--- src/rtl/brseq_pkg.sv ---
package brseq_pkg;

   typedef enum logic [3:0] {
      ST_IDLE,
      ST_WR_HI,
      ST_WR_LO,
      ST_CMD,
      ST_STAT,
      ST_RD_HI,
      ST_RD_LO,
      ST_RST,
      ST_DONE
   } seq_state_e;

   typedef enum logic [1:0] {
      STAT_CLEAN,
      STAT_DEAD,
      STAT_RECOVER
   } stat_class_e;

   // bridge register offsets; the access order over them is fixed behaviour
   localparam logic [15:0] OFS_DATA_HI = 16'h1000;
   localparam logic [15:0] OFS_DATA_LO = 16'h1004;
   localparam logic [15:0] OFS_CMD     = 16'h1008;
   localparam logic [15:0] OFS_ENG_RST = 16'h1018;
   localparam logic [15:0] OFS_STATUS  = 16'h101C;

endpackage

--- src/rtl/brseq_status_classify.sv ---
module brseq_status_classify
   import brseq_pkg::*;
#(
   parameter int WORD_W    = 32,
   parameter int ABORT_BIT = 20,
   parameter int ERR_LSB   = 12,
   parameter int ERR_BITS  = 3
) (
   input  logic [WORD_W-1:0] status,
   output stat_class_e       cls
);

   generate
      if (ABORT_BIT >= WORD_W) begin : g_bad_abort
         $error("abort bit outside status word");
      end
      if (ERR_LSB + ERR_BITS > WORD_W) begin : g_bad_err
         $error("error field outside status word");
      end
   endgenerate

   logic                abort_flag;
   logic [ERR_BITS-1:0] err_field;

   assign abort_flag = status[ABORT_BIT];
   assign err_field  = status[ERR_LSB +: ERR_BITS];

   always_comb begin
      if (&status)
         cls = STAT_DEAD;
      else if (abort_flag || (|err_field))
         cls = STAT_RECOVER;
      else
         cls = STAT_CLEAN;
   end

endmodule

--- src/rtl/brseq_alive_table.sv ---
module brseq_alive_table #(
   parameter int NUM_TGT = 4,
   parameter int IDX_W   = 2
) (
   input  logic               clk,
   input  logic               rst_n,
   input  logic               kill,
   input  logic [IDX_W-1:0]   kill_idx,
   output logic [NUM_TGT-1:0] alive
);

   generate
      if (NUM_TGT > (1 << IDX_W)) begin : g_bad_idx
         $error("index width too small for target count");
      end
      for (genvar g = 0; g < NUM_TGT; g++) begin : g_flag
         logic flag_q;
         always_ff @(posedge clk) begin
            if (!rst_n)
               flag_q <= 1'b1;
            else if (kill && (kill_idx == IDX_W'(g)))
               flag_q <= 1'b0;
         end
         assign alive[g] = flag_q;
      end
   endgenerate

endmodule

--- src/rtl/brseq_data_assemble.sv ---
module brseq_data_assemble #(
   parameter int HALF_W = 32,
   localparam int FULL_W = 2 * HALF_W
) (
   input  logic              clk,
   input  logic              rst_n,
   input  logic              clear,
   input  logic              cap_hi,
   input  logic              cap_lo,
   input  logic              force_ones,
   input  logic [HALF_W-1:0] din,
   output logic [FULL_W-1:0] dout
);

   logic [HALF_W-1:0] hi_q;
   logic [HALF_W-1:0] lo_q;

   always_ff @(posedge clk) begin
      if (!rst_n) begin
         hi_q <= '0;
         lo_q <= '0;
      end else if (clear) begin
         hi_q <= '0;
         lo_q <= '0;
      end else if (force_ones) begin
         hi_q <= '1;
         lo_q <= '1;
      end else begin
         if (cap_hi) hi_q <= din;
         if (cap_lo) lo_q <= din;
      end
   end

   assign dout = {hi_q, lo_q};

endmodule

--- src/rtl/brseq_ctrl.sv ---
module brseq_ctrl
   import brseq_pkg::*;
#(
   parameter int HALF_W = 32,
   parameter int IDX_W  = 2,
   parameter int BUS_AW = 16,
   parameter int CODE_W = 8,
   parameter logic [CODE_W-1:0] HW_CODE = '1,
   localparam int FULL_W = 2 * HALF_W
) (
   input  logic              clk,
   input  logic              rst_n,
   input  logic              req_valid,
   output logic              req_ready,
   input  logic              req_write,
   input  logic [HALF_W-1:0] req_addr,
   input  logic [FULL_W-1:0] req_wdata,
   input  logic [IDX_W-1:0]  req_target,
   output logic              busy,
   output logic              done,
   output logic [CODE_W-1:0] rsp_code,
   output logic              bus_valid,
   input  logic              bus_ready,
   output logic              bus_write,
   output logic [BUS_AW-1:0] bus_addr,
   output logic [HALF_W-1:0] bus_wdata,
   input  logic [CODE_W-1:0] bus_err,
   input  stat_class_e       cls,
   output logic              kill,
   output logic [IDX_W-1:0]  kill_idx,
   output logic              data_clear,
   output logic              cap_hi,
   output logic              cap_lo,
   output logic              force_ones
);

   generate
      if (BUS_AW < 13) begin : g_bad_aw
         $error("bus address too narrow for bridge offsets");
      end
      if (HW_CODE == '0) begin : g_bad_code
         $error("hardware fault code must be nonzero");
      end
   endgenerate

   seq_state_e        state_q;
   logic              op_wr_q;
   logic [HALF_W-1:0] op_addr_q;
   logic [FULL_W-1:0] op_wdata_q;
   logic [IDX_W-1:0]  op_tgt_q;
   logic [CODE_W-1:0] code_q;

   logic              hs;
   logic              hs_bad;
   logic              hs_ok;
   logic              fail_now;
   logic [HALF_W-1:0] cmd_word;
   logic              accept;

   assign accept   = req_valid && (state_q == ST_IDLE);
   assign hs       = bus_valid && bus_ready;
   assign hs_bad   = hs && (bus_err != '0);
   assign hs_ok    = hs && (bus_err == '0);
   assign cmd_word = op_addr_q | {op_wr_q, {(HALF_W-1){1'b0}}};

   // bus request per state
   always_comb begin
      bus_valid = 1'b0;
      bus_write = 1'b0;
      bus_addr  = '0;
      bus_wdata = '0;
      unique case (state_q)
         ST_WR_HI: begin
            bus_valid = 1'b1;
            bus_write = 1'b1;
            bus_addr  = BUS_AW'(OFS_DATA_HI);
            bus_wdata = op_wdata_q[FULL_W-1:HALF_W];
         end
         ST_WR_LO: begin
            bus_valid = 1'b1;
            bus_write = 1'b1;
            bus_addr  = BUS_AW'(OFS_DATA_LO);
            bus_wdata = op_wdata_q[HALF_W-1:0];
         end
         ST_CMD: begin
            bus_valid = 1'b1;
            bus_write = 1'b1;
            bus_addr  = BUS_AW'(OFS_CMD);
            bus_wdata = cmd_word;
         end
         ST_STAT: begin
            bus_valid = 1'b1;
            bus_addr  = BUS_AW'(OFS_STATUS);
         end
         ST_RD_HI: begin
            bus_valid = 1'b1;
            bus_addr  = BUS_AW'(OFS_DATA_HI);
         end
         ST_RD_LO: begin
            bus_valid = 1'b1;
            bus_addr  = BUS_AW'(OFS_DATA_LO);
         end
         ST_RST: begin
            bus_valid = 1'b1;
            bus_write = 1'b1;
            bus_addr  = BUS_AW'(OFS_ENG_RST);
         end
         default: ;
      endcase
   end

   // failure events that close the access
   always_comb begin
      fail_now = 1'b0;
      if (hs && (state_q == ST_RST))
         fail_now = 1'b1;
      else if (hs_bad)
         fail_now = 1'b1;
      else if (hs_ok && (state_q == ST_STAT) && (cls == STAT_DEAD))
         fail_now = 1'b1;
   end

   assign kill       = hs_ok && (state_q == ST_STAT) && (cls == STAT_DEAD);
   assign kill_idx   = op_tgt_q;
   assign data_clear = accept;
   assign cap_hi     = hs_ok && (state_q == ST_RD_HI);
   assign cap_lo     = hs_ok && (state_q == ST_RD_LO);
   assign force_ones = fail_now && !op_wr_q;

   always_ff @(posedge clk) begin
      if (!rst_n) begin
         state_q    <= ST_IDLE;
         op_wr_q    <= 1'b0;
         op_addr_q  <= '0;
         op_wdata_q <= '0;
         op_tgt_q   <= '0;
         code_q     <= '0;
      end else begin
         if (state_q == ST_RST && hs)
            code_q <= HW_CODE;
         else if (hs_bad)
            code_q <= bus_err;
         else if (kill)
            code_q <= HW_CODE;

         unique case (state_q)
            ST_IDLE: begin
               if (req_valid) begin
                  op_wr_q    <= req_write;
                  op_addr_q  <= req_addr;
                  op_wdata_q <= req_wdata;
                  op_tgt_q   <= req_target;
                  code_q     <= '0;
                  state_q    <= req_write ? ST_WR_HI : ST_CMD;
               end
            end
            ST_WR_HI: if (hs) state_q <= hs_bad ? ST_DONE : ST_WR_LO;
            ST_WR_LO: if (hs) state_q <= hs_bad ? ST_DONE : ST_CMD;
            ST_CMD:   if (hs) state_q <= hs_bad ? ST_DONE : ST_STAT;
            ST_STAT: begin
               if (hs_bad)
                  state_q <= ST_DONE;
               else if (hs) begin
                  unique case (cls)
                     STAT_CLEAN:   state_q <= op_wr_q ? ST_DONE : ST_RD_HI;
                     STAT_DEAD:    state_q <= ST_DONE;
                     default:      state_q <= ST_RST;
                  endcase
               end
            end
            ST_RD_HI: if (hs) state_q <= hs_bad ? ST_DONE : ST_RD_LO;
            ST_RD_LO: if (hs) state_q <= ST_DONE;
            ST_RST:   if (hs) state_q <= ST_DONE;
            ST_DONE:  state_q <= ST_IDLE;
            default:  state_q <= ST_IDLE;
         endcase
      end
   end

   assign req_ready = (state_q == ST_IDLE);
   assign busy      = (state_q != ST_IDLE);
   assign done      = (state_q == ST_DONE);
   assign rsp_code  = code_q;

endmodule

--- src/rtl/bridged_access_seq.sv ---
module bridged_access_seq
   import brseq_pkg::*;
#(
   parameter int HALF_W    = 32,
   parameter int NUM_TGT   = 4,
   parameter int BUS_AW    = 16,
   parameter int CODE_W    = 8,
   parameter int ABORT_BIT = 20,
   parameter int ERR_LSB   = 12,
   parameter int ERR_BITS  = 3,
   parameter logic [CODE_W-1:0] HW_CODE = '1,
   localparam int FULL_W = 2 * HALF_W,
   localparam int IDX_W  = (NUM_TGT > 1) ? $clog2(NUM_TGT) : 1
) (
   input  logic               clk,
   input  logic               rst_n,
   input  logic               req_valid,
   output logic               req_ready,
   input  logic               req_write,
   input  logic [HALF_W-1:0]  req_addr,
   input  logic [FULL_W-1:0]  req_wdata,
   input  logic [IDX_W-1:0]   req_target,
   output logic               busy,
   output logic               done,
   output logic [CODE_W-1:0]  rsp_code,
   output logic [FULL_W-1:0]  rsp_rdata,
   output logic [NUM_TGT-1:0] target_alive,
   output logic               bus_valid,
   input  logic               bus_ready,
   output logic               bus_write,
   output logic [BUS_AW-1:0]  bus_addr,
   output logic [HALF_W-1:0]  bus_wdata,
   input  logic [HALF_W-1:0]  bus_rdata,
   input  logic [CODE_W-1:0]  bus_err
);

   generate
      if (HALF_W < 2) begin : g_bad_half
         $error("half word too narrow");
      end
   endgenerate

   stat_class_e      cls;
   logic             kill;
   logic [IDX_W-1:0] kill_idx;
   logic             data_clear;
   logic             cap_hi;
   logic             cap_lo;
   logic             force_ones;

   brseq_status_classify #(
      .WORD_W   (HALF_W),
      .ABORT_BIT(ABORT_BIT),
      .ERR_LSB  (ERR_LSB),
      .ERR_BITS (ERR_BITS)
   ) i_classify (
      .status(bus_rdata),
      .cls   (cls)
   );

   brseq_ctrl #(
      .HALF_W (HALF_W),
      .IDX_W  (IDX_W),
      .BUS_AW (BUS_AW),
      .CODE_W (CODE_W),
      .HW_CODE(HW_CODE)
   ) i_ctrl (
      .clk       (clk),
      .rst_n     (rst_n),
      .req_valid (req_valid),
      .req_ready (req_ready),
      .req_write (req_write),
      .req_addr  (req_addr),
      .req_wdata (req_wdata),
      .req_target(req_target),
      .busy      (busy),
      .done      (done),
      .rsp_code  (rsp_code),
      .bus_valid (bus_valid),
      .bus_ready (bus_ready),
      .bus_write (bus_write),
      .bus_addr  (bus_addr),
      .bus_wdata (bus_wdata),
      .bus_err   (bus_err),
      .cls       (cls),
      .kill      (kill),
      .kill_idx  (kill_idx),
      .data_clear(data_clear),
      .cap_hi    (cap_hi),
      .cap_lo    (cap_lo),
      .force_ones(force_ones)
   );

   brseq_data_assemble #(
      .HALF_W(HALF_W)
   ) i_assemble (
      .clk       (clk),
      .rst_n     (rst_n),
      .clear     (data_clear),
      .cap_hi    (cap_hi),
      .cap_lo    (cap_lo),
      .force_ones(force_ones),
      .din       (bus_rdata),
      .dout      (rsp_rdata)
   );

   brseq_alive_table #(
      .NUM_TGT(NUM_TGT),
      .IDX_W  (IDX_W)
   ) i_alive (
      .clk     (clk),
      .rst_n   (rst_n),
      .kill    (kill),
      .kill_idx(kill_idx),
      .alive   (target_alive)
   );

endmodule

--- config.mk ---
export PLATFORM = sky130hd
export DESIGN_NAME = bridged_access_seq
export DESIGN_NICKNAME = d
export VERILOG_FILES = /design/src/rtl/brseq_pkg.sv /design/src/rtl/brseq_status_classify.sv /design/src/rtl/brseq_alive_table.sv /design/src/rtl/brseq_data_assemble.sv /design/src/rtl/brseq_ctrl.sv /design/src/rtl/bridged_access_seq.sv
export SDC_FILE = /design/constraint.sdc
export NUM_CORES = 1
export LEC_CHECK = 0
export ABC_AREA = 0
export CAP_MARGIN = 10
export CORE_AREA = 2 2 126 128
export CTS_CLUSTER_SIZE = 14
export DETAILED_ROUTE_END_ITERATION = 16
export DIE_AREA = 0 0 128 130
export DONT_BUFFER_PORTS = 1
export GPL_TIMING_DRIVEN = 0
export SLEW_MARGIN = 0
export SYNTH_ARGS = -nofsm -noshare
export SYNTH_HDL_FRONTEND = slang
export SYNTH_SLANG_ARGS = --single-unit
--- constraint.sdc ---
create_clock -name clk -period 2.71 [get_ports clk]
set_clock_uncertainty 0.2 [all_clocks]
set_input_delay 0.1355 -clock clk [delete_from_list [all_inputs] [get_ports clk]]
set_output_delay 0.1355 -clock clk [all_outputs]
set_load 0.02 [all_outputs]
Word-level counts from Yosys, hierarchy flattened
Cells that the tools add are included.
{ "word_totals": {"reg_bits": 179, "latch_bits": 0, "mem_bits_rw": 0, "mem_bits_ro": 0, "out_inout_bits": 129, "wordCells": 101, "mem_count": 0} }
{ "op_classes": {"n_addsub": 0, "multipliers": 0, "div_mod_pow": 0, "magnitude_cmp": 0, "n_eq_ne": 19, "n_shift": 0, "mux": 34, "n_bitwise": 2, "n_reduce_logical": 34} }
{ "op_table": {"columns": ["cell", "n"], "rows": [
  ["two-way mux 32 bit", 4],
  ["one-hot mux 32 bit (3 select lines)", 1],
  ["one-hot mux 13 bit (5 select lines)", 1],
  ["two-way mux 4 bit", 13],
  ["two-way mux 8 bit", 5],
  ["OR 32 bit", 1],
  ["AND reduction 32 bit", 1],
  ["one-hot mux 4 bit (7 select lines)", 1],
  ["equality test 4 x 3 -> 1 bit, second input constant", 4],
  ["logical AND 1 bit", 14],
  ["!= test 2 x 1 -> 1 bit, second input constant", 5],
  ["equality test 4 x 2 -> 1 bit, second input constant", 2],
  ["zero test 8 bit", 1],
  ["one-hot mux 4 bit (2 select lines)", 1],
  ["nonzero test 8 bit", 1],
  ["OR reduction 2 bit", 4],
  ["AND reduction 7 bit", 1],
  ["OR reduction 7 bit", 1],
  ["two-way mux 2 bit", 3],
  ["two-way mux 1 bit", 5],
  ["equality test 2 x 1 -> 1 bit, second input constant", 2],
  ["equality test 2 bit, second input constant", 2],
  ["equality test 4 x 1 -> 1 bit, second input constant", 1],
  ["equality test 4 bit, second input constant", 1],
  ["other kinds (12)", 14]
]} }

Depth between registers and ports, before layout
Gate-level depths: netlist (run 1).
{ "logic_depth": {"word_depth": 12, "depth_mapped": 8} }

Cells and area by module
From an unflattened synthesis (run 1), not the netlist that was laid out.
{ "hier_totals": {"hier_cells": 857, "hier_area_um2": 7691.1} }
{ "by_module_without_submodules": {"columns": ["mod", "n_inst", "cells_per_inst", "area_each_um2", "seq_area_each_um2"], "rows": [
  ["brseq_ctrl", 1, 609, 4957.3, 2222.1],
  ["brseq_data_assemble", 1, 215, 2452.4, 1281.2],
  ["brseq_alive_table", 1, 20, 188.9, 80.1],
  ["brseq_status_classify", 1, 13, 92.6, 0.0]
]} }

Worst setup path after synthesis (run 1)
OpenSTA, ideal clock, no wires.
{ "synth_path": {"kind": "flip-flop to flip-flop", "from": "reg i_ctrl.state_q[1]", "to": "reg i_assemble.hi_q[10]", "arrival_ns": 1.956, "slack_ns": 0.421, "stages_incl_launch_ff": 8, "n_path_buf": 3, "synth_period_minus_slack_ns": 2.289, "cell_sequence": "dfxtp_1 > buf_2 > nor4_2 > nand2_1 > clkbuf_1 > nand2_1 > clkbuf_1 > a31oi_1"} }
{ "synth_between": {"word_cells_on_any_way": 25, "classes_between": "eq/ne: 7; mux: 5; reduce/logical: 13"} }
{ "synth_rtl": {"columns": ["item", "line_no", "rtl"], "rows": [
  ["start, declared", "brseq_ctrl.sv:46", "seq_state_e state_q;"],
  ["start signal, assigned", "brseq_ctrl.sv:154", "state_q <= req_write ? ST_WR_HI : ST_CMD;"],
  ["start signal, assigned", "brseq_ctrl.sv:157", "ST_WR_HI: if (hs) state_q <= hs_bad ? ST_DONE : ST_WR_LO;"],
  ["start signal, assigned", "brseq_ctrl.sv:158", "ST_WR_LO: if (hs) state_q <= hs_bad ? ST_DONE : ST_CMD;"],
  ["zero test 4 bit", null, null],
  ["named net req_ready", "bridged_access_seq.sv:18", "output logic req_ready,"],
  ["logical AND 1 bit", "brseq_ctrl.sv:60", "assign accept = req_valid && (state_q == ST_IDLE);"],
  ["OR reduction 2 bit (no source line)", null, null],
  ["end signal, assigned", "brseq_data_assemble.sv:29", "if (cap_hi) hi_q <= din;"],
  ["end, declared", "brseq_data_assemble.sv:15", "logic [HALF_W-1:0] hi_q;"]
]} }
The timed path passes the listed nets, and every way through them passes these cells.
A chain may end at the register's enable or synchronous reset.

Worst setup path after layout (run 1)
{ "layout_path": {"from": "reg i_ctrl.state_q[2]", "to": "reg i_ctrl.op_addr_q[2]"} }
{ "layout_between": {"elab_chain_cells": 2} }
{ "layout_rtl": {"columns": ["item", "line_no", "rtl"], "rows": [
  ["zero test 4 bit", null, null],
  ["named net req_ready", "bridged_access_seq.sv:18", null],
  ["AND reduction 2 bit (no source line)", null, null],
  ["end signal, assigned", "brseq_ctrl.sv:150", "op_addr_q <= req_addr;"],
  ["end, declared", "brseq_ctrl.sv:48", "logic [HALF_W-1:0] op_addr_q;"]
]} }
The timed path passes the listed nets, and every way through them passes these cells.

==> results of run 1 <==
[how the worst min path moves through the flow]
stage | startpoint | to | slack (ps) | depth (start not counted)
after floorplan | bus_ready | i_ctrl.state_q[1] | 50 | 1
after global placement | req_wdata[33] | i_ctrl.op_wdata_q[33] | 80 | 2
after detailed placement | bus_ready | i_ctrl.state_q[1] | 70 | 1
after CTS | bus_rdata[15] | i_alive.g_flag[0].flag_q | 1 | 5
after global routing | bus_rdata[15] | i_alive.g_flag[0].flag_q | 30 | 5
final | bus_rdata[9] | i_alive.g_flag[0].flag_q | -5 | 5
[area by class of cell]
type                       instances  area, um2
buffer                            89        492
clock buffer                      20        467
clock inverter                    11        198
fill                            1352       5430
inverter                          36        135
multi-input combinational        634       3450
sequential                       179       3580
tap                              192        240
timing repair buffer             143       1430
[worst register-to-register path, delay by kind of cell, from the launching register on]
| family | cells | cell delay, ps |
|---|---|---|
| and+or+nand+nor | 3 | 920 |
| DFF | 1 | 320 |
| buffers and inverters | 3 | 890 |
| AOI/OAI and AO/OA | 1 | 200 |
[through the flow]
step	cell area (um2)	hold slack [ps]	instances	TNS (ps)
after floorplan	7580	50.0	940	0
after global placement	7820	75.9	1132	-24460
after detailed placement	7820	73.6	1132	-31310
after CTS	9970	1.12	1304	0
after global routing	9990	33.1	1304	-341
final	9990	-5.28	1304	0
[cell families after synthesis]
kind of cell	after synthesis	synth area share
mux	2	0.00266
simple gates	390	0.213
compound gates	227	0.226
buf+inv	127	0.0792
fa+ha+maj	1	0.00133
flops	179	0.475
other cells	1	0.000497
xor+xnor	2	0.00232
[timing repair]
action                                  in CTS  in global routing
endpoints found under the hold margin      179                  0
gates resized for setup                     23                 30
setup buffers                                0                  1
hold buffers                               142                  0
pin swaps                                    3                  3
endpoints found under the setup margin     183                168
[power by group through the flow]
stage / logic (mW) / registers, mW / clock network, mW
6_report: 1.76 / 3.42 / 2.77
4_1_cts: 1.73 / 3.41 / 2.79
5_1_grt: 1.93 / 3.46 / 2.92
3_3_place_gp: 1.48 / 3.46 / 0
3_5_place_dp: 1.50 / 3.47 / 0
2_1_floorplan: 1.13 / 3.39 / 0
[per-layer routing]
metal	vias up	routed length (um)	part of all wire
li1	3495	-	-
met1	3413	9800	0.41
met2	270	11800	0.50
met3	35	1670	0.070
met4	0	395	0.017
met5	-	0	0
[sequential cells by signal (all words and copies together) (netlist names)]
signal                 cells
i_assemble.hi_q           32
i_ctrl.op_addr_q          32
i_assemble.lo_q           32
i_ctrl.kill_idx            2
i_alive.g_flag.flag_q      4
i_ctrl.state_q             4
i_ctrl.rsp_code            8
i_ctrl.op_wr_q             1
i_ctrl.op_wdata_q         64
[Yosys cell counts, types with 2 or more instances]
| library cell | instances | area share |
|---|---|---|
| nand3_1 | 2 | 0.0013 |
| a211oi_1 | 4 | 0.0040 |
| a21boi_1 | 7 | 0.0070 |
| nor4_1 | 2 | 0.0017 |
| a21boi_0 | 92 | 0.092 |
| a222oi_1 | 31 | 0.041 |
| buf_2 | 6 | 0.0040 |
| nor3_1 | 5 | 0.0033 |
| a21oi_1 | 5 | 0.0033 |
| nor2_1 | 9 | 0.0045 |
| nor4_2 | 5 | 0.0083 |
| o21ai_0 | 6 | 0.0040 |
| and2_1 | 3 | 0.0025 |
| or4_1 | 2 | 0.0020 |
| nand4_1 | 8 | 0.0066 |
| inv_1 | 36 | 0.018 |
| nand2_1 | 342 | 0.17 |
| buf_6 | 7 | 0.010 |
| buf_4 | 16 | 0.016 |
| dfxtp_1 | 179 | 0.48 |
| nand2b_1 | 6 | 0.0050 |
| o31ai_1 | 2 | 0.0020 |
| o221a_2 | 8 | 0.012 |
| a31oi_1 | 64 | 0.053 |
| mux2i_1 | 2 | 0.0027 |
| clkbuf_1 | 61 | 0.030 |
==> results.cfg, run 1 <==
[status]
status = complete, but fails checks
violations = hold timing

[worst_setup_path]
crit_buf_inv = 3
rrSetupSlack_ps = 90
crit_chain = buf_4, nor4_4, and2_1, buf_2, buf_1, nand2_1, a21boi_0
critPathLaunchType = flip-flop
critPathCapture = i_ctrl.op_addr_q[2]
critical-path-slowest-cell = nor4_4
rr_endpoint = i_ctrl.op_addr_q[2]
path_depth = 7
critPathCaptureType = flip-flop
rr_worst_depth = 7
cp.required_ps = 2850
critical_path.max_stage_delay_ps = 590
crit_start = i_ctrl.state_q[2]
crit_type = flip-flop to flip-flop
cpLargestDelayFamily = simple AND/OR/NAND/NOR gates
crit_arrival_ps = 2760
rr_startpoint = i_ctrl.state_q[2]
crit_fanout = 10

[logic_synthesis]
yosys_warnings = 0
ys_ff_latch = 179
syn_area_um2 = 7540
syn_area_per_cell_um2 = 8.12
ys_types = 45
ys_async_sr_fraction = 0
yosysSeqAreaShare = 0.475
synthCells = 929
synthFlopType = dfxtp_1
synth_edf_count = 0

[grt]
met1_usage = 0.329
grt.total_usage = 0.277
grt_util_met3 = 0.0718
grt_pass1_wl_um = 36400
grt_max_degree = 20
top_usage_layer = met2
antenna_found_initial = 0
use_met2 = 0.483
grt_pass1_vias = 7042
grt_overflow = 0

[finish]
drive_gt1_frac = 0.0926
mostFrequentLayoutCell = nand2_1
diodes = 0
layout_common_cells = nand2_1, dfxtp_1, dlygate4sd3_1
fin_util = 0.648
finalNetCount = 1243
synthToLayoutAreaGrowth_pct = 32.5

[drt]
drc = 0
wl_per_cell_um = 18.2
via_per_inst = 5.53
antenna_left = 0
detail_route.first_pass.iterations = 6
vias = 7213
finalWirelength_um = 23700
dr.first_iter.drc_count = 561

[timing]
relSlewSlack = 0.401
slew_violations = 0
setup_viol = 0
post-route-period-util = 0.968
tightest_slew_ps = 892
period_needed_ps = 2620
fmax_mhz = 381
fin_ws_ps = 87.9
rsz0062_at_grt = true
whs_ps = -5.28
hold_viol_final = 1

[cts]
clock_latency_ps = 420
cts_buffers = 17
htree_levels = 4
cts_tree = built
cts-root-buf = clkbuf_16
clk_pin_slew_worst_paths_ps = 70
cts.sinks = 179
clk_path_buf_depth = 2

[floorplanning]
die_area_um2 = 16600
die_y_um = 130
rows = 46
start_util = 0.489
core_area_um2 = 15400
io_pins = 272
dieWidth_um = 128

[power]
p_sw_mw = 2.61
pwr-share-comb = 0.221
ir_drop_mv = 0.459
power_density_nw_per_um2 = 795
p_total_mw = 7.94
clockPowerShare = 0.348
swShare = 0.328
p_leak_nw = 3.87
p_int_mw = 5.33
seqPwrFrac = 0.430

[place]
gp_congestion = 0.831
dp_slack_ps = -342
dp_hpwl_um = 16100
io_buffers = 0

[run]
maxCapViolCount = 0

[min_path]
hold_path.class = primary input to flip-flop
(Power assumes the default switching activity.)
==> inputs of run 2 (changes only) <==
- CORE_AREA: 2 2 126 128 -> 2 2 128 130
- DIE_AREA: 0 0 128 130 -> 0 0 130 132
- SYNTH_HIERARCHICAL: default -> 1
==> run 2 against run 1 <==
  * The run now ends clean
  * Core utilization shrank 0.45 points
  * Synthesized cell count down 7.8%
  * Sequential cell count unchanged
  * Global-route usage shrank 0.92 points
  * First-iteration DRC count fell by 34%
  * Critical endpoint is now bus_wdata[10]
  * Worst setup slack improved by 35 ps
  * Maximum frequency is 1.4% higher
  * Via count is 3.6% lower
  * Count of clock-buffer cells in the layout stayed put
==> results.cfg, run 2 <==
[finish]
diodes = 0
multi_input_area_um2 = 3500
drive_gt1_frac = 0.105
largest_reg_flops = 64
fin_util = 0.643
synthToLayoutAreaGrowth_pct = 31.4
top_register = i_ctrl/op_wdata_q
mostFrequentLayoutCell = nand2_1
finalNetCount = 1178
layout_common_cells = nand2_1, dfxtp_1, dlygate4sd3_1
instances_no_fill = 1264
fillCellCount = 1328
regArea_um2 = 3580

[worst_setup_path]
critPathCaptureType = output pin
crit_type = flip-flop to output pin
rr_endpoint = i_alive/g_flag[0].flag_q
crit_buf_inv = 2
rr_worst_depth = 7
critPathLaunchType = flip-flop
critPathCapture = bus_wdata[10]
cp.required_ps = 2370
critical_path.max_stage_delay_ps = 460
crit_start = i_ctrl/state_q[3]
critical-path-slowest-cell = a222oi_1
rr_startpoint = i_ctrl/state_q[0]
rrSetupSlack_ps = 200
path_depth = 5
crit_arrival_ps = 2250
crit_chain = nand2b_1, nor2_1, clkbuf_2, a222oi_1, inv_1
crit_fanout = 10
cpLargestDelayFamily = buffers and inverters

[cts]
cts-root-buf = clkbuf_16
htree_levels = 4
clk_path_buf_depth = 2
cts_buffers = 17
cts_tree = built
clock_latency_ps = 420
cts.sinks = 179
clk_pin_slew_worst_paths_ps = 70

[place]
dp_slack_ps = -62.8
dpl.cell_count = 1084
dp_hpwl_um = 16400
io_buffers = 0
gp_congestion = 0.865

[grt]
grt_pass1_wl_um = 36300
grt_max_degree = 17
antenna_found_initial = 0
grt_pass1_vias = 7075
grt.total_usage = 0.267
grt_overflow = 0

[logic_synthesis]
yosys_warnings = 6
syn_area_per_cell_um2 = 8.97
synth.top_cell.area_share = 0.466
synthFlopType = dfxtp_1
yosys.area.top_type = dfxtp_1
synth.most_common_cell = nand2_1
yosysSeqAreaShare = 0.466
ys_async_sr_fraction = 0
ys_ff_latch = 179
synthTopCellsByArea = dfxtp_1, nand2_1, mux2i_1
synth_common_cells = nand2_1, dfxtp_1, a21boi_0, a21oi_1, mux2i_1
synthCells = 857
syn_area_um2 = 7690
synth_edf_count = 0
ys_types = 52

[drt]
dr.first_iter.drc_count = 369
antenna_left = 0
vias = 6953
wl_per_cell_um = 18.5
drc = 0
detail_route.first_pass.iterations = 9
finalWirelength_um = 23400
via_per_inst = 5.50

[floorplanning]
dieWidth_um = 130
io_pins = 272
rows = 46
die_y_um = 132
die_area_um2 = 17200
core_area_um2 = 15700
start_util = 0.489

[timing]
tightest_slew_ps = 834
fin_ws_ps = 123
setup_viol = 0
post-route-period-util = 0.955
period_needed_ps = 2590
slew_violations = 0
hold_viol_final = 0
whs_ps = 33.7
relSlewSlack = 0.439
rsz0062_at_grt = false
fmax_mhz = 387

[min_path]
hold_path.class = primary input to flip-flop

[status]
status = finished clean

[power]
power_density_nw_per_um2 = 757
ir_drop_mv = 0.449
p_leak_nw = 3.92

[run]
maxCapViolCount = 0
-- run 2: metal layers --
layer | part of all wire | vias up | routed length [um] | track usage
li1 | - | 3298 | - | -
met2 | 0.51 | 304 | 11800 | 0.482
met5 | 0 | - | 0 | 0
met4 | 0.023 | 0 | 539 | 0.0944
met1 | 0.39 | 3305 | 9150 | 0.300
met3 | 0.081 | 46 | 1890 | 0.0702
-- run 2: repair_timing --
item | in CTS | in global routing
setup endpoints to repair | 90 | 80
resized for setup | 9 | 9
hold buffers | 148 | 1
setup buffers | 0 | 0
endpoints found under the hold margin | 179 | 4
-- run 2: layout make-up --
type / count / share of cell area
inverter: 40 / 0.0151
tap: 216 / 0.0267
clock buffer: 20 / 0.0462
buffer: 82 / 0.0519
clock inverter: 12 / 0.0118
multi-input combinational: 566 / 0.346
sequential: 179 / 0.355
timing repair buffer: 149 / 0.148
-- run 2: worst min path at each step --
stage	start	end	slack, ps	cells after the start
after CTS	rst_n	i_assemble/hi_q[27]	-150	3
after global routing	bus_err[6]	i_ctrl/state_q[3]	20	4
after detailed placement	rst_n	i_alive/g_flag[2].flag_q	2	1
after global placement	rst_n	i_alive/g_flag[3].flag_q	-3	1
final	bus_err[6]	i_ctrl/state_q[0]	30	4
after floorplan	rst_n	i_alive/g_flag[1].flag_q	-5	1
-- run 2: report_power, final --
| part | total [mW] | switching, mW | internal (mW) | leakage [nW] |
|---|---|---|---|---|
| combinational | 1.77 | 1.15 | 0.614 | 2.17 |
| sequential | 3.45 | 0.444 | 3.00 | 1.46 |
| clock | 2.43 | 1.08 | 1.36 | 0.286 |
-- run 2: per-stage QoR --
| step | total power, mW | TNS, ps | area [um2] |
|---|---|---|---|
| 6_report | 7.65 | 0 | 10100 |
| 5_1_grt | 8.01 | 0 | 10100 |
| 4_1_cts | 7.66 | -31.3 | 10100 |
| 3_5_place_dp | 5.05 | -2180 | 8000 |
| 3_3_place_gp | 4.99 | -34.0 | 8000 |
| 2_1_floorplan | 4.57 | 0 | 7730 |
-- run 2: cells by family (layout without fill, tap and decap cells) --
| kind of cell | count (synthesis) | count (layout) | synth area share |
|---|---|---|---|
| mux | 65 | 65 | 0.0848 |
| compound gates | 227 | 227 | 0.214 |
| simple gates | 262 | 262 | 0.148 |
| other cells | 1 | 12 | 0.000488 |
| flops | 179 | 179 | 0.466 |
| buf+inv | 123 | 303 | 0.0865 |
-- run 2: worst reg2reg max path, cell delays in order, from the launching register on --
cell           delay [ps]
dfxtp_1               440
or3_1                 200
nand2_1                90
or3_1                 430
nor2_1                220
nor3b_1               190
o21ai_0                80
dlygate4sd3_1         550
